===== src/rtl/pwm_dac_pkg.sv =====
package pwm_dac_pkg;

    // Loader state: whether a stored code is waiting for the next wrap.
    typedef enum logic [0:0] {
        LD_IDLE  = 1'b0,
        LD_ARMED = 1'b1
    } ld_state_e;

endpackage


===== src/rtl/pwm_sync_vec.sv =====
module pwm_sync_vec #(
    parameter int WIDTH  = 3,
    parameter int STAGES = 2
) (
    input  logic             clk,
    input  logic             rst_n,
    input  logic [WIDTH-1:0] d_i,
    output logic [WIDTH-1:0] q_o
);

    logic [STAGES-1:0][WIDTH-1:0] chain;

    always_ff @(posedge clk or negedge rst_n) begin
        if (!rst_n) begin
            chain <= '0;
        end else begin
            chain[0] <= d_i;
            for (int k = 1; k < STAGES; k++) begin
                chain[k] <= chain[k-1];
            end
        end
    end

    assign q_o = chain[STAGES-1];

endmodule


===== src/rtl/pwm_period_counter.sv =====
module pwm_period_counter #(
    parameter int CODE_W  = 16,
    parameter int STAGE_W = 8
) (
    input  logic              clk,
    input  logic              rst_n,
    output logic [CODE_W-1:0] cnt_o,
    output logic              wrap_o
);

    localparam int N_ST = CODE_W / STAGE_W;

    logic [N_ST:0]      en;
    logic [CODE_W-1:0]  cnt_w;

    assign en[0] = 1'b1;

    for (genvar g = 0; g < N_ST; g++) begin : g_stage
        logic [STAGE_W-1:0] st;

        always_ff @(posedge clk or negedge rst_n) begin
            if (!rst_n) begin
                st <= '0;
            end else if (en[g]) begin
                st <= st + 1'b1;
            end
        end

        assign en[g+1] = en[g] & (&st);
        assign cnt_w[g*STAGE_W +: STAGE_W] = st;
    end

    assign cnt_o  = cnt_w;
    assign wrap_o = en[N_ST];

    AST_CNT_WRAP: assert property (@(posedge clk) disable iff (!rst_n)
        (&cnt_o) |=> (cnt_o == '0));
    AST_CNT_STEP: assert property (@(posedge clk) disable iff (!rst_n)
        !(&cnt_o) |=> (cnt_o == CODE_W'($past(cnt_o) + 1'b1)));

endmodule


===== src/rtl/pwm_code_loader.sv =====
module pwm_code_loader
    import pwm_dac_pkg::*;
#(
    parameter int CODE_W = 16
) (
    input  logic              clk,
    input  logic              rst_n,
    input  logic              din_s,
    input  logic              sck_s,
    input  logic              latch_s,
    input  logic              wrap_i,
    output logic [CODE_W-1:0] code_o
);

    ld_state_e         state_q, state_nx;
    logic              sck_d, latch_d;
    logic              sck_rise, latch_rise;
    logic [CODE_W-1:0] shreg, staged, code_q;

    assign sck_rise   = sck_s & ~sck_d;
    assign latch_rise = latch_s & ~latch_d;

    // State register
    always_ff @(posedge clk or negedge rst_n) begin
        if (!rst_n) state_q <= LD_IDLE;
        else        state_q <= state_nx;
    end

    // Transitions
    always_comb begin
        state_nx = state_q;
        unique case (state_q)
            LD_IDLE:  if (latch_rise)            state_nx = LD_ARMED;
            LD_ARMED: if (wrap_i && !latch_rise) state_nx = LD_IDLE;
            default:                             state_nx = LD_IDLE;
        endcase
    end

    // Datapath driven by the state
    always_ff @(posedge clk or negedge rst_n) begin
        if (!rst_n) begin
            sck_d   <= 1'b0;
            latch_d <= 1'b0;
            shreg   <= '0;
            staged  <= '0;
            code_q  <= '0;
        end else begin
            sck_d   <= sck_s;
            latch_d <= latch_s;
            if (sck_rise)   shreg  <= {shreg[CODE_W-2:0], din_s};
            if (latch_rise) staged <= shreg;
            if (state_q == LD_ARMED && wrap_i) code_q <= staged;
        end
    end

    assign code_o = code_q;

    AST_HOLD_UNTIL_WRAP: assert property (@(posedge clk) disable iff (!rst_n)
        !wrap_i |=> $stable(code_o));
    AST_SHIFT_NO_STORE: assert property (@(posedge clk) disable iff (!rst_n)
        !latch_rise |=> $stable(staged));
    AST_IDLE_NO_XFER: assert property (@(posedge clk) disable iff (!rst_n)
        (state_q == LD_IDLE) |=> $stable(code_o));

endmodule


===== src/rtl/pwm_dac_core.sv =====
module pwm_dac_core #(
    parameter int CODE_W      = 16,
    parameter int STAGE_W     = 8,
    parameter int SYNC_STAGES = 2
) (
    input  logic clk,
    input  logic rst_n,
    input  logic ser_din,
    input  logic ser_sck,
    input  logic ser_latch,
    output logic pwm_true,
    output logic pwm_comp
);

    logic [2:0]        sync_q;
    logic [CODE_W-1:0] cnt;
    logic              wrap;
    logic [CODE_W-1:0] code;
    logic              raw;

    pwm_sync_vec #(.WIDTH(3), .STAGES(SYNC_STAGES)) u_sync (
        .clk   (clk),
        .rst_n (rst_n),
        .d_i   ({ser_latch, ser_sck, ser_din}),
        .q_o   (sync_q)
    );

    pwm_period_counter #(.CODE_W(CODE_W), .STAGE_W(STAGE_W)) u_cnt (
        .clk    (clk),
        .rst_n  (rst_n),
        .cnt_o  (cnt),
        .wrap_o (wrap)
    );

    pwm_code_loader #(.CODE_W(CODE_W)) u_load (
        .clk     (clk),
        .rst_n   (rst_n),
        .din_s   (sync_q[0]),
        .sck_s   (sync_q[1]),
        .latch_s (sync_q[2]),
        .wrap_i  (wrap),
        .code_o  (code)
    );

    assign raw = (cnt < code);

    always_ff @(posedge clk or negedge rst_n) begin
        if (!rst_n) begin
            pwm_true <= 1'b0;
            pwm_comp <= 1'b1;
        end else begin
            pwm_true <= raw;
            pwm_comp <= ~raw;
        end
    end

    AST_COMPLEMENT: assert property (@(posedge clk) disable iff (!rst_n)
        pwm_true != pwm_comp);
    AST_ZERO_LOW: assert property (@(posedge clk) disable iff (!rst_n)
        (code == '0) |=> !pwm_true);
    AST_FULL_HIGH: assert property (@(posedge clk) disable iff (!rst_n)
        ((&code) && !(&cnt)) |=> pwm_true);

endmodule


===== config.mk =====
export PLATFORM = sky130hd
export DESIGN_NAME = pwm_dac_core
export DESIGN_NICKNAME = d
export VERILOG_FILES = /design/src/rtl/pwm_dac_pkg.sv /design/src/rtl/pwm_sync_vec.sv /design/src/rtl/pwm_period_counter.sv /design/src/rtl/pwm_code_loader.sv /design/src/rtl/pwm_dac_core.sv
export SDC_FILE = /design/constraint.sdc
export NUM_CORES = 1
export LEC_CHECK = 0
export ABC_CLOCK_PERIOD_IN_PS = 2200
export BUFFER_PORTS_ARGS = -buffer_cell sky130_fd_sc_hd__buf_2
export CAP_MARGIN = 15
export CORE_MARGIN = 2
export CORE_UTILIZATION = 35
export CTS_CLUSTER_DIAMETER = 30
export DETAILED_ROUTE_END_ITERATION = 8
export PLACE_DENSITY = 0.6
export SLEW_MARGIN = 20
export SYNTH_ARGS = -nofsm -noshare
export SYNTH_HDL_FRONTEND = slang
export SYNTH_SLANG_ARGS = --single-unit
export TNS_END_PERCENT = 30

===== constraint.sdc =====
create_clock -name clk -period 2.2 [get_ports clk]
set_input_delay 0.22 -clock clk [delete_from_list [all_inputs] [get_ports clk]]
set_output_delay 0.22 -clock clk [all_outputs]
set_load 0.03 [all_outputs]

==> After elaboration in Yosys (flattened, before gate mapping) <==
Cells that the tools add are included.
{ "word_totals": {"ff_bits": 75, "in_bits": 5, "output_inout_bits": 2, "elab_cells": 30} }
{ "classes": {"add_sub_neg": 2, "order_cmp": 1, "mux": 3, "bitwise": 7, "n_reduce_logical": 5} }
{ "op_table": {"columns": ["cell", "count"], "rows": [
  ["$add A8 B1 Y8 const B", 2],
  ["$lt A16 B16 Y1", 1],
  ["$reduce_and A8 Y1", 2],
  ["$not A1 Y1", 4],
  ["$and A1 B1 Y1", 3],
  ["$logic_and A1 B1 Y1", 2],
  ["$mux W1", 2],
  ["$pmux W1 S2", 1],
  ["$logic_not A1 Y1", 1]
]} }

==> Logic depth before layout (Yosys ltp) <==
Gate-level depths: netlist (run 1).
{ "logic_depth": {"depth_word": 6, "mapped_depth": 6, "ltp_nobuf": 6} }

==> Modules after synthesis <==
A second synthesis (run 1) with hierarchy kept.
{ "hier_totals": {"hier_cells": 230, "hier_area_um2": 3372.0} }
{ "modules_own_cells": {"columns": ["mod", "instances", "cells_each", "area_per_inst_um2", "seq_area_each_um2"], "rows": [
  ["pwm_code_loader", 1, 109, 2008.2, 1276.2],
  ["pwm_period_counter", 1, 58, 730.7, 400.4],
  ["pwm_dac_core", 1, 54, 460.4, 51.3],
  ["pwm_sync_vec", 1, 9, 172.7, 150.1]
]} }

==> Least setup slack after synthesis (run 1) <==
OpenSTA, ideal clock, no wires.
{ "synth_timing": {"path_kind": "flip-flop to flip-flop", "start": "reg u_cnt.g_stage[0].st[0]", "end": "reg u_load.code_q[10] (netlist: u_load.code_o[10])", "setup_ns": 0.125, "arrival_time_ns": 1.767, "t_required_ns": 2.075, "setup_slack_ns": 0.308, "stages_incl_launch_ff": 7, "path_buffers": 1, "period_less_slack_ns": 1.892, "cell_sequence": "dfrtp_1 > ha_1 > nand3_2 > nor3_4 > nand4_4 > buf_6 > mux2_4"} }
{ "synth_via": {"elab_chain_cells": 3} }
{ "synth_lines": {"columns": ["element", "line", "source"], "rows": [
  ["start: declaration", "pwm_period_counter.sv:19", "logic [STAGE_W-1:0] st;"],
  ["start signal: assignment", "pwm_period_counter.sv:25", "st <= st + 1'b1;"],
  ["$reduce_and A8 Y1", "pwm_period_counter.sv:29", "assign en[g+1] = en[g] & (&st);"],
  ["$and A1 B1 Y1", "pwm_period_counter.sv:29", null],
  ["$logic_and A1 B1 Y1", "pwm_code_loader.sv:52", "if (state_q == LD_ARMED && wrap_i) code_q <= staged;"],
  ["end signal: assignment", "pwm_code_loader.sv:52", null],
  ["end: declaration", "pwm_code_loader.sv:18", "logic [CODE_W-1:0] shreg, staged, code_q;"]
]} }
Every way passes these cells.
A chain may end at the register's enable or synchronous reset.

==> Final worst setup path (run 1) <==
{ "layout_timing": {"start": "reg u_cnt.g_stage[0].st[0]", "end": "reg u_load.code_q[15] (netlist: u_load.code_o[15])"} }
The elaborated chain is that of the path after synthesis.

==> results of run 1 <==
==> Yosys cell counts (2+ instances only) <==
master                     instances  area, sq um
sky130_fd_sc_hd__and3_1            5         31.3
sky130_fd_sc_hd__xor2_1            3         26.3
sky130_fd_sc_hd__dfrtp_1          74         1850
sky130_fd_sc_hd__ha_1             17          213
sky130_fd_sc_hd__nor2b_1           2         12.5
sky130_fd_sc_hd__nand2_1           4         15.0
sky130_fd_sc_hd__clkbuf_1          3         11.3
sky130_fd_sc_hd__nand3_1           3         15.0
sky130_fd_sc_hd__mux2_4           10          150
sky130_fd_sc_hd__o21ai_0           2         10.0
sky130_fd_sc_hd__nand4_1           9         56.3
sky130_fd_sc_hd__mux2_2           39          439
sky130_fd_sc_hd__xnor2_1          10         87.6
sky130_fd_sc_hd__a21o_1            4         30.0
sky130_fd_sc_hd__a21oi_1           2         10.0
sky130_fd_sc_hd__inv_1            17         63.8
==> flip-flops by register name (all words and copies together), names as in the netlist, 3 cells and up <==
name and cells:
u_cnt.g_stage.st 16, u_load.code_o 16, u_load.shreg 16, u_load.staged 16
u_sync.chain 3, u_sync.q_o 3
==> cells by family after synthesis <==
group	count (synthesis)
AND/OR/NAND/NOR	30
AO/OA/AOI/OAI	14
adder cells (fa/ha/maj)	17
XOR/XNOR	13
buffers and inverters	22
multiplexers	49
flip-flops	75
==> per-layer routing <==
layer	wire (um)	up-vias	global-route usage (%)	part of all wire, %
met5	0	-	0	0
li1	-	818	-	-
met4	71	0	3.79	1.6
met3	143	5	4.08	3.1
met1	2310	820	14.4	51
met2	2030	17	16.2	45
==> what timing repair did <==
action                                 CTS  global route
endpoints found under the hold margin   43             0
setup endpoints to repair                0             0
hold buffers                             4             0
==> metrics by stage <==
| step | util, % | hold slack [ns] | total power, mW |
|---|---|---|---|
| floorplan | - | -0.0756 | 1.99 |
| global placement | 38.6 | 0.235 | 2.08 |
| detailed placement | 38.6 | 0.243 | 2.10 |
| CTS | 41.9 | 0.355 | 3.42 |
| global route | 41.9 | 0.374 | 3.53 |
| finish | 41.9 | 0.350 | 3.36 |
==> final timing paths <==
kind	start	to	slack (ns)
worst max register to register	u_cnt.g_stage[0].st[0]	u_load.code_o[15]	0.31
worst max-delay path	u_cnt.g_stage[0].st[0]	u_load.code_o[15]	0.31
max in group asynchronous	rst_n	pwm_comp	1.16
min in group asynchronous	rst_n	u_sync.chain[1]	0.41
worst min-delay path	u_sync.chain[2]	u_sync.q_o[2]	0.35
worst min register to register	u_sync.chain[2]	u_sync.q_o[2]	0.35
==> worst max-delay path: stages, from the launching register on <==
cell                      delay [ns]
sky130_fd_sc_hd__dfrtp_1        0.40
sky130_fd_sc_hd__ha_1           0.23
sky130_fd_sc_hd__nand3_2        0.12
sky130_fd_sc_hd__nor3_4         0.25
sky130_fd_sc_hd__nand4_4        0.35
sky130_fd_sc_hd__mux2_4         0.42
==> power groups by stage <==
stage / clock network, mW / logic, mW / registers (mW)
CTS: 1.34 / 0.303 / 1.78
global placement: 0 / 0.287 / 1.80
finish: 1.29 / 0.294 / 1.77
global route: 1.39 / 0.330 / 1.81
detailed placement: 0 / 0.296 / 1.81
floorplan: 0 / 0.241 / 1.75
==> area by class of cell <==
type,count,share of cell area (%)
Inverter,17,1.74
Tap cell,108,3.68
Clock buffer,10,3.75
Multi-Input combinational cell,123,33.2
Timing Repair Buffer,15,3.34
Clock inverter,6,3.07
Sequential cell,75,51.2
==> insert_results.sql, run 1 <==
INSERT INTO impl_metrics (metric_group, metric, value, unit) VALUES
('sta', 'tightest_slew', '0.520', 'ns'),
('clock_network', 'ctsResizeCount', '0', ''),
('clock_network', 'cts-buffers-inserted', '9', ''),
('sta', 'rsz0062_at_grt', 'false', ''),
('clock_network', 'cts_htree_levels', '3', ''),
('sta', 'slew_viol_final', '0', ''),
('cells_and_area', 'layout.cell_area.non_filler', '3670', 'sq um'),
('global_route', 'grt_max_degree', '42', ''),
('setup_path', 'setup.worst_path.end_class', 'flop', ''),
('power', 'p_sw_share', '21.9', '%'),
('place', 'numPlacedInstances', '334', ''),
('place', 'place_hpwl', '3220', 'um'),
('sta', 'finalWorstSetupSlack', '0.315', 'ns'),
('routing', 'drt-total-wl', '4550', 'um'),
('setup_path', 'arrival', '2.11', 'ns'),
('cells_and_area', 'fillers', '807', ''),
('cells_and_area', 'final_common_cell', 'sky130_fd_sc_hd__dfrtp_1', ''),
('logic_synthesis', 'synth-compound-area-share', '3.18', '%'),
('power', 'power.switching', '735', 'uW'),
('run_status', 'status', 'completed', ''),
('routing', 'final_antenna_net_count', '0', ''),
('clock_network', 'tritoncts_clock_tree', 'done', ''),
('setup_path', 'startpoint_type', 'flop', ''),
('run', 'drv_cap', '0', ''),
('clock_network', 'worst_setup_hold_path_clk_slew', '0.08', 'ns'),
('power', 'irDropWorstVdd', '0.000344', 'V'),
('hold_path', 'worst_hold_path.num_cells', '0', ''),
('sta', 'hold_violations', '0', ''),
('power', 'power_leakage', '1.75', 'nW'),
('die', 'io-pin-count', '7', ''),
('place', 'place.port_buffers', '6', ''),
('logic_synthesis', 'synth-warning-count', '0', ''),
('logic_synthesis', 'synth_top_flop_cell', 'sky130_fd_sc_hd__dfrtp_1', ''),
('clock_network', 'clock-root-buffer', 'sky130_fd_sc_hd__clkbuf_8', ''),
('routing', 'dr.first_iter.drc_count', '46', ''),
('clock_network', 'clkLatencyLatePin', '0.34', 'ns'),
('global_route', 'aggregate_global_routing_overflow', '0', ''),
('place', 'post_dp_cell_area', '3380', 'sq um'),
('logic_synthesis', 'synthSimpleGateAreaFrac', '6.36', '%'),
('logic_synthesis', 'yosysUniqueCellTypes', '32', ''),
('sta', 'slew_headroom', '65.3', '%'),
('sta', 'clock.fmax', '530', 'MHz'),
('power', 'comb_power_share', '8.8', '%'),
('power', 'power_density', '914', 'nW/um^2'),
('global_route', 'grt_first_pass_wirelength', '8430', 'um'),
('die', 'placeableCoreArea', '8760', 'sq um'),
('logic_synthesis', 'muxShareOfSynthArea', '18.5', '%'),
('die', 'floorplan.die.width', '99.4', 'um'),
('die', 'fp.dieH', '99.4', 'um'),
('die', 'die_area', '9890', 'sq um'),
('die', 'row_count', '34', ''),
('sta', 'final_period_minus_worst_setup_slack', '1.89', 'ns'),
('cells_and_area', 'final_net_count', '263', ''),
('place', 'dpl_ws', '0.284', 'ns'),
('clock_network', 'cts.sinks', '75', ''),
('cells_and_area', 'final_cell_mix', '74 x sky130_fd_sc_hd__dfrtp_1, 39 x sky130_fd_sc_hd__mux2_2, 17 x sky130_fd_sc_hd__inv_1, 17 x sky130_fd_sc_hd__ha_1', ''),
('cells_and_area', 'stdcell_count', '354', ''),
('logic_synthesis', 'postSynth.asyncResetShare', '100', '%'),
('sta', 'fin_setup_tns', '0', 'ns'),
('logic_synthesis', 'synth_seq_area_share', '58.9', '%'),
('global_route', 'global_route.usage.total', '10.8', '%'),
('routing', 'total_number_of_vias', '1660', ''),
('setup_path', 'timing_worst_setup_path_type', 'reg2reg', ''),
('logic_synthesis', 'combinational_family_with_the_most_area_after_synthesis', 'multiplexers', ''),
('cells_and_area', 'areaGrowthSynthToFinish', '15.1', '%'),
('routing', 'drt_first_pass_iters', '3', ''),
('logic_synthesis', 'synth_xor_area_share', '3.57', '%'),
('logic_synthesis', 'synth_fa_ha_area_share', '6.67', '%'),
('power', 'internal', '2.62', 'mW'),
('logic_synthesis', 'synth_fp_nets', '242', ''),
('global_route', 'antenna_found_initial', '0', '');
No activity file was read; power rests on OpenSTA's default activity.
==> run 2, diff against run 1 <==
--- a/config.mk
+++ b/config.mk
@@ -5,6 +5,7 @@
 export SDC_FILE = /design/constraint.sdc
 export NUM_CORES = 1
 export LEC_CHECK = 0
+export ABC_AREA = 1
 export ABC_CLOCK_PERIOD_IN_PS = 2200
 export BUFFER_PORTS_ARGS = -buffer_cell sky130_fd_sc_hd__buf_2
 export CAP_MARGIN = 15
==> insert_results.sql, run 2 <==
INSERT INTO impl_metrics (metric_group, metric, value, unit) VALUES
('logic_synthesis', 'synth_seq_area_share', '57.7', '%'),
('power', 'p_sw_share', '24.3', '%'),
('setup_path', 'crit_path_start', 'u_cnt.g_stage[0].st[1]', ''),
('logic_synthesis', 'synth_top_flop_cell', 'sky130_fd_sc_hd__dfrtp_1', ''),
('setup_path', 'path_max_fanout', '18', ''),
('cells_and_area', 'layout-drive-gt1-share', '9.27', '%'),
('run_status', 'status', 'completed', ''),
('global_route', 'global_route.usage.total', '11.5', '%'),
('clock_network', 'cts_htree_levels', '3', ''),
('clock_network', 'cts-buffers-inserted', '9', ''),
('logic_synthesis', 'synth_top_area_cell', 'sky130_fd_sc_hd__dfrtp_1', ''),
('logic_synthesis', 'yosysUniqueCellTypes', '26', ''),
('routing', 'total_number_of_vias', '2046', ''),
('logic_synthesis', 'synth_fp_nets', '360', ''),
('cells_and_area', 'final_net_count', '373', ''),
('logic_synthesis', 'synth_area', '3250', 'sq um'),
('power', 'internal', '2.11', 'mW'),
('run', 'drv_cap', '0', ''),
('setup_path', 'arrival', '1.96', 'ns'),
('logic_synthesis', 'yosysMostFrequentCell', 'sky130_fd_sc_hd__nand2_1', ''),
('routing', 'dr.first_iter.drc_count', '61', ''),
('setup_path', 'timing_worst_setup_path_type', 'reg2reg', ''),
('die', 'row_count', '35', ''),
('sta', 'slew_viol_final', '0', ''),
('setup_path', 'setup.worst_path.end_class', 'flop', ''),
('sta', 'tightest_slew', '0.843', 'ns'),
('place', 'place_congestion', '0.798', ''),
('global_route', 'vias_in_the_first_global_route', '2035', ''),
('setup_path', 'worstPathRequired', '2.44', 'ns'),
('die', 'io-pin-count', '7', ''),
('routing', 'drt_first_pass_iters', '4', ''),
('sta', 'final_period_minus_worst_setup_slack', '1.72', 'ns'),
('hold_path', 'hp-class', 'reg2reg', ''),
('power', 'power.switching', '678', 'uW'),
('logic_synthesis', 'count_of_flip_flops_with_a_built_in_enable_after_synthesis', '0', ''),
('setup_path', 'cells_on_worst_reg2reg_path', '8', ''),
('routing', 'vias_per_cell', '4.38', ''),
('place', 'place.port_buffers', '6', ''),
('logic_synthesis', 'top_post_synthesis_cells_by_count', '95 x sky130_fd_sc_hd__nand2_1, 74 x sky130_fd_sc_hd__dfrtp_1, 46 x sky130_fd_sc_hd__inv_1, 32 x sky130_fd_sc_hd__o21ai_0, 18 x sky130_fd_sc_hd__nand3_1', ''),
('clock_network', 'worst_setup_hold_path_clk_slew', '0.08', 'ns'),
('sta', 'fin_hold_ws', '0.352', 'ns'),
('cells_and_area', 'layout.cell_area.non_filler', '3640', 'sq um'),
('global_route', 'grt_max_degree', '44', ''),
('clock_network', 'cts_max_path_buffers', '2', ''),
('sta', 'finalCritPeriodShare', '78.3', '%'),
('power', 'power_density', '766', 'nW/um^2'),
('hold_path', 'holdCritStartpoint', 'u_sync.chain[0]', ''),
('power', 'p_clk_share', '38.2', '%'),
('setup_path', 'r2r_end', 'u_load.code_o[12]', ''),
('cells_and_area', 'final_common_cell', 'sky130_fd_sc_hd__nand2_1', ''),
('logic_synthesis', 'synth-warning-count', '0', ''),
('global_route', 'aggregate_global_routing_overflow', '0', ''),
('power', 'power_leakage', '1.82', 'nW'),
('place', 'post_dp_cell_area', '3400', 'sq um'),
('clock_network', 'cts.sinks', '75', ''),
('routing', 'avgRoutedWirePerCell', '10.7', 'um'),
('sta', 'setup_viol', '0', ''),
('routing', 'drt-total-wl', '5020', 'um'),
('setup_path', 'startpoint_type', 'flop', ''),
('sta', 'hold_violations', '0', ''),
('sta', 'final.setup_skew', '0.00619', 'ns'),
('power', 'irDropWorstVdd', '0.000416', 'V'),
('clock_network', 'clkLatencyLatePin', '0.35', 'ns'),
('cells_and_area', 'diodes', '0', ''),
('logic_synthesis', 'netlist.area_leader.share', '56.9', '%'),
('die', 'starting_utilization_of_the_core_area', '35.7', '%'),
('sta', 'clock.fmax', '581', 'MHz'),
('global_route', 'antenna_found_initial', '0', ''),
('die', 'placeableCoreArea', '9110', 'sq um'),
('die', 'floorplan.die.width', '100', 'um'),
('die', 'die_area', '10100', 'sq um'),
('die', 'fp.dieH', '100', 'um'),
('sta', 'slew_headroom', '43.7', '%'),
('logic_synthesis', 'syn-instance-count', '338', ''),
('routing', 'drc_errors', '0', ''),
('setup_path', 'critical_path.endpoint', 'u_load.code_o[12]', ''),
('clock_network', 'clock-root-buffer', 'sky130_fd_sc_hd__clkbuf_8', ''),
('routing', 'final_antenna_net_count', '0', ''),
('power', 'power.sequential.fraction', '55.8', '%'),
('setup_path', 'reg2reg_setup_slack', '0.48', 'ns'),
('sta', 'rsz0062_at_grt', 'false', ''),
('place', 'place_hpwl', '3460', 'um'),
('logic_synthesis', 'yosys-top-cells-area', 'sky130_fd_sc_hd__dfrtp_1 57%, sky130_fd_sc_hd__nand2_1 11%, sky130_fd_sc_hd__ha_1 6.5%', ''),
('logic_synthesis', 'postSynth.asyncResetShare', '100', '%'),
('logic_synthesis', 'synth.ff_latch_count', '75', ''),
('logic_synthesis', 'synth_area_per_cell', '9.62', 'sq um'),
('sta', 'fin_setup_tns', '0', 'ns'),
('global_route', 'grt_first_pass_wirelength', '9100', 'um'),
('clock_network', 'tritoncts_clock_tree', 'done', ''),
('setup_path', 'critical_path.reg2reg.startpoint', 'u_cnt.g_stage[0].st[1]', ''),
('cells_and_area', 'final_cell_mix', '95 x sky130_fd_sc_hd__nand2_1, 74 x sky130_fd_sc_hd__dfrtp_1, 46 x sky130_fd_sc_hd__inv_1', ''),
('cells_and_area', 'areaGrowthSynthToFinish', '11.9', '%'),
('power', 'comb_power_share', '6.0', '%');
==> run 2: cell types whose count changed in the layout (fill, tap and decap cells not counted), sizes merged, moves of 6 or more <==
cell and delta:
nand2 +93, a21oi +6, inv +29, nand3 +16, o21ai +30, nor2 +10
mux2 -48
==> run 2: power groups by stage <==
stage | clock [mW] | combinational (mW) | sequential (mW)
floorplan | 0 | 0.108 | 1.57
global placement | 0 | 0.162 | 1.58
detailed placement | 0 | 0.168 | 1.58
CTS | 1.10 | 0.174 | 1.56
global route | 1.17 | 0.204 | 1.57
finish | 1.06 | 0.168 | 1.56
==> run 2: layer usage <==
| layer | up-vias | global-route usage [%] | part of all wire, % |
|---|---|---|---|
| li1 | 1088 | - | - |
| met1 | 929 | 14.8 | 52 |
| met2 | 22 | 17.9 | 44 |
| met3 | 7 | 4.18 | 3.2 |
| met4 | 0 | 4.11 | 1.2 |
| met5 | - | 0 | 0 |
==> run 2: final cells by class <==
cell class | instances | area, sq um
clock buffer | 10 | 138
multi-input combinational | 207 | 1150
tap | 111 | 139
sequential | 75 | 1880
clock inverter | 6 | 65.1
timing repair buffer | 12 | 100
fill | 927 | 5470
inverter | 46 | 173
==> run 2: logic make-up (layout without fill, tap and decap cells) <==
logic type	count (synthesis)	in the layout	synth area share, %
and+or+nand+nor	137	137	19.0
DFF	75	75	57.7
buffers and inverters	56	74	6.96
AOI/OAI and AO/OA	40	40	6.15
adders and majority gates	17	17	6.54
xor gates and xnor gates	12	12	3.23
muxes	1	1	0.346
==> run 2: how the worst min path moves through the flow <==
stage / endpoint / slack [ns] / cells after the start
3_3_place_gp: u_sync.chain[2] / 0.24 / 1
6_report: u_sync.q_o[0] / 0.35 / 0
4_1_cts: u_sync.q_o[0] / 0.35 / 0
5_1_grt: u_sync.q_o[1] / 0.36 / 0
3_5_place_dp: u_sync.chain[2] / 0.25 / 1
2_1_floorplan: pwm_true / -0.08 / 0
==> run 2: what timing repair did <==
item	CTS	global route
hold endpoints to repair	45	0
setup endpoints to repair	0	0
resized for setup	0	0
hold buffers	4	0
setup buffers	0	0
==> run 2: per-stage QoR <==
stage / std cells / utilization (%) / total power, mW / setup WS [ns]
floorplan: 338 / - / 1.68 / 0.710
global placement: 447 / 37.3 / 1.74 / 0.516
detailed placement: 447 / 37.3 / 1.75 / 0.472
CTS: 467 / 40.0 / 2.83 / 0.454
global route: 467 / 40.0 / 2.94 / 0.293
finish: 467 / 40.0 / 2.79 / 0.478
==> run 2: critical path, cell delays in order, from the launching register on <==
cell	delay [ns]
sky130_fd_sc_hd__dfrtp_1	0.39
sky130_fd_sc_hd__ha_1	0.21
sky130_fd_sc_hd__nand3_2	0.11
sky130_fd_sc_hd__nor2_4	0.14
sky130_fd_sc_hd__nand3_4	0.16
sky130_fd_sc_hd__nor2_8	0.26
sky130_fd_sc_hd__nand2_4	0.17
sky130_fd_sc_hd__nand2_1	0.11
sky130_fd_sc_hd__nand2_1	0.05
==> run 3, diff against run 2 <==
--- a/config.mk
+++ b/config.mk
@@ -6,14 +6,14 @@
 export NUM_CORES = 1
 export LEC_CHECK = 0
 export ABC_AREA = 1
-export ABC_CLOCK_PERIOD_IN_PS = 2200
+export ABC_CLOCK_PERIOD_IN_PS = 1500
 export BUFFER_PORTS_ARGS = -buffer_cell sky130_fd_sc_hd__buf_2
 export CAP_MARGIN = 15
 export CORE_MARGIN = 2
 export CORE_UTILIZATION = 35
 export CTS_CLUSTER_DIAMETER = 30
 export DETAILED_ROUTE_END_ITERATION = 8
-export PLACE_DENSITY = 0.6
+export PLACE_DENSITY = 0.61
 export SLEW_MARGIN = 20
 export SYNTH_ARGS = -nofsm -noshare
 export SYNTH_HDL_FRONTEND = slang
==> constraint.sdc (replaced) <==
create_clock -name clk -period 1.5 [get_ports clk]
set_input_delay 0.15 -clock clk [delete_from_list [all_inputs] [get_ports clk]]
set_output_delay 0.15 -clock clk [all_outputs]
set_load 0.03 [all_outputs]
==> insert_results.sql, run 3 (synthesis gave the netlist of run 2 again) <==
INSERT INTO impl_metrics (metric_group, metric, value, unit) VALUES
('run_status', 'status', 'completed', ''),
('routing', 'drt-total-wl', '5150', 'um'),
('routing', 'drc_errors', '0', ''),
('cells_and_area', 'final_net_count', '387', ''),
('clock_network', 'tritoncts_clock_tree', 'done', ''),
('global_route', 'antenna_found_initial', '0', ''),
('routing', 'total_number_of_vias', '2168', ''),
('setup_path', 'reg2reg_setup_slack', '0.02', 'ns'),
('die', 'io-pin-count', '7', ''),
('cells_and_area', 'final_cell_mix', '95 x sky130_fd_sc_hd__nand2_1, 74 x sky130_fd_sc_hd__dfrtp_1, 46 x sky130_fd_sc_hd__inv_1', ''),
('hold_path', 'hp-class', 'in2async', ''),
('global_route', 'grt_first_pass_wirelength', '9880', 'um'),
('routing', 'final_antenna_net_count', '0', ''),
('setup_path', 'worstPathRequired', '1.74', 'ns'),
('cells_and_area', 'fillers', '889', ''),
('setup_path', 'critPathMaxStageDelay', '0.36', 'ns'),
('die', 'fp.dieH', '100', 'um'),
('power', 'power_density', '1110', 'nW/um^2'),
('setup_path', 'timing_worst_setup_path_type', 'reg2reg', ''),
('setup_path', 'crit_path_top_delay_cell', 'sky130_fd_sc_hd__dfrtp_1', ''),
('setup_path', 'startpoint_type', 'flop', ''),
('sta', 'clock.fmax', '676', 'MHz'),
('setup_path', 'cp_cell_sequence', 'ha_2, nand3_4, nor2_4, nand3_4, buf_4, buf_4, xor2_1', ''),
('setup_path', 'arrival', '1.72', 'ns'),
('sta', 'fin_hold_ws', '0.294', 'ns'),
('cells_and_area', 'diodes', '0', ''),
('sta', 'slew_viol_final', '0', ''),
('place', 'place_congestion', '0.816', ''),
('clock_network', 'worst_setup_hold_path_clk_slew', '0.09', 'ns'),
('sta', 'slew_headroom', '73.6', '%'),
('global_route', 'aggregate_global_routing_overflow', '0', ''),
('cells_and_area', 'multi_input_comb_area', '1180', 'sq um'),
('power', 'p_total', '4.26', 'mW'),
('sta', 'rsz0062_at_grt', 'true', ''),
('power', 'power_leakage', '1.93', 'nW'),
('clock_network', 'cts_max_path_buffers', '2', ''),
('clock_network', 'clock-root-buffer', 'sky130_fd_sc_hd__clkbuf_8', ''),
('clock_network', 'clkLatencyLatePin', '0.35', 'ns'),
('sta', 'finalCritPeriodShare', '98.6', '%'),
('die', 'row_count', '35', ''),
('sta', 'final.setup_skew', '0.0100', 'ns'),
('run', 'drv_cap', '0', ''),
('clock_network', 'cts.sinks', '75', ''),
('sta', 'hold_violations', '0', ''),
('place', 'place_hpwl', '3550', 'um'),
('cells_and_area', 'layout-drive-gt1-share', '13.5', '%'),
('cells_and_area', 'areaGrowthSynthToFinish', '17.5', '%'),
('place', 'place.port_buffers', '6', ''),
('die', 'die_area', '10100', 'sq um'),
('clock_network', 'cts_htree_levels', '3', ''),
('sta', 'setup_viol', '0', ''),
('sta', 'final_period_minus_worst_setup_slack', '1.48', 'ns'),
('global_route', 'grt_max_degree', '50', ''),
('routing', 'drt_first_pass_iters', '4', ''),
('cells_and_area', 'register_area', '1880', 'sq um'),
('die', 'floorplan.die.width', '100', 'um'),
('clock_network', 'cts-buffers-inserted', '9', ''),
('sta', 'tightest_slew', '0.395', 'ns'),
('die', 'placeableCoreArea', '9110', 'sq um'),
('power', 'irDropWorstVdd', '0.000567', 'V'),
('die', 'starting_utilization_of_the_core_area', '35.7', '%'),
('setup_path', 'path_max_fanout', '5', ''),
('routing', 'dr.first_iter.drc_count', '103', ''),
('cells_and_area', 'final_common_cell', 'sky130_fd_sc_hd__nand2_1', ''),
('setup_path', 'setup.worst_path.end_class', 'flop', ''),
('global_route', 'global_route.usage.total', '12.4', '%'),
('routing', 'avgRoutedWirePerCell', '10.7', 'um'),
('global_route', 'vias_in_the_first_global_route', '2260', ''),
('routing', 'vias_per_cell', '4.51', '');
-- run 3: cell types whose count changed in the layout (fill, tap and decap cells not counted), sizes merged --
cell / delta
clkbuf: -1
buf: +14
clkinv: +1
bufinv: +1
clkinvlp: -3
inv: +2
-- run 3: power breakdown --
group          internal (mW)  switching, mW
clock network          0.948          0.779
registers               2.19         0.0870
logic                 0.0991          0.156
-- run 3: layout make-up --
cell class	count	share of cell area [%]
Clock buffer	9	3.24
Clock inverter	7	2.59
Inverter	46	4.52
Multi-Input combinational cell	207	30.9
Sequential cell	75	49.1
Tap cell	111	3.63
Timing Repair Buffer	26	6.02
-- run 3: path summary, 6_finish.rpt --
path,end,depth (start not counted),from
max,u_cnt.g_stage[1].st[0],7,u_cnt.g_stage[0].st[1]
min reg2reg,u_sync.q_o[2],0,u_sync.chain[2]
min in group clk,u_sync.q_o[2],0,u_sync.chain[2]
min,u_load.shreg[9],3,rst_n
max in group asynchronous,pwm_comp,3,rst_n
max reg2reg,u_cnt.g_stage[1].st[0],7,u_cnt.g_stage[0].st[1]
-- run 3: stage by stage --
step | setup slack [ns] | utilization [%] | area [sq um] | setup TNS, ns | instances
after global routing | -0.102 | 42.0 | 3820 | -1.76 | 481
after detailed placement | 0.0133 | 38.3 | 3490 | 0 | 456
after global placement | 0.0570 | 38.3 | 3490 | 0 | 456
after CTS | 0.0185 | 41.3 | 3760 | 0 | 477
final | 0.0217 | 42.0 | 3820 | 0 | 481
after floorplan | 0.00981 | - | 3250 | 0 | 338
-- run 3: layer usage --
layer	vias to the layer above	part of all wire (%)	track usage [%]
met5	-	0	0
met4	0	1.8	4.85
met3	7	3.6	5.22
met2	26	46	19.5
met1	1009	49	15.1
li1	1126	-	-
-- run 3: critical path, delay by kind of cell (launching register included) --
family	cells	cell delay, ns
xor gates and xnor gates	1	0.14
adders and majority gates	1	0.22
and+or+nand+nor	3	0.36
DFF	1	0.36
buffers and inverters	2	0.30
-- run 3: what timing repair did --
item	CTS	global route
endpoints found under the setup margin	2	21
resized for setup	0	6
pin swaps	0	2
hold buffers	4	0
hold endpoints to repair	77	0
buffers inserted	1	4
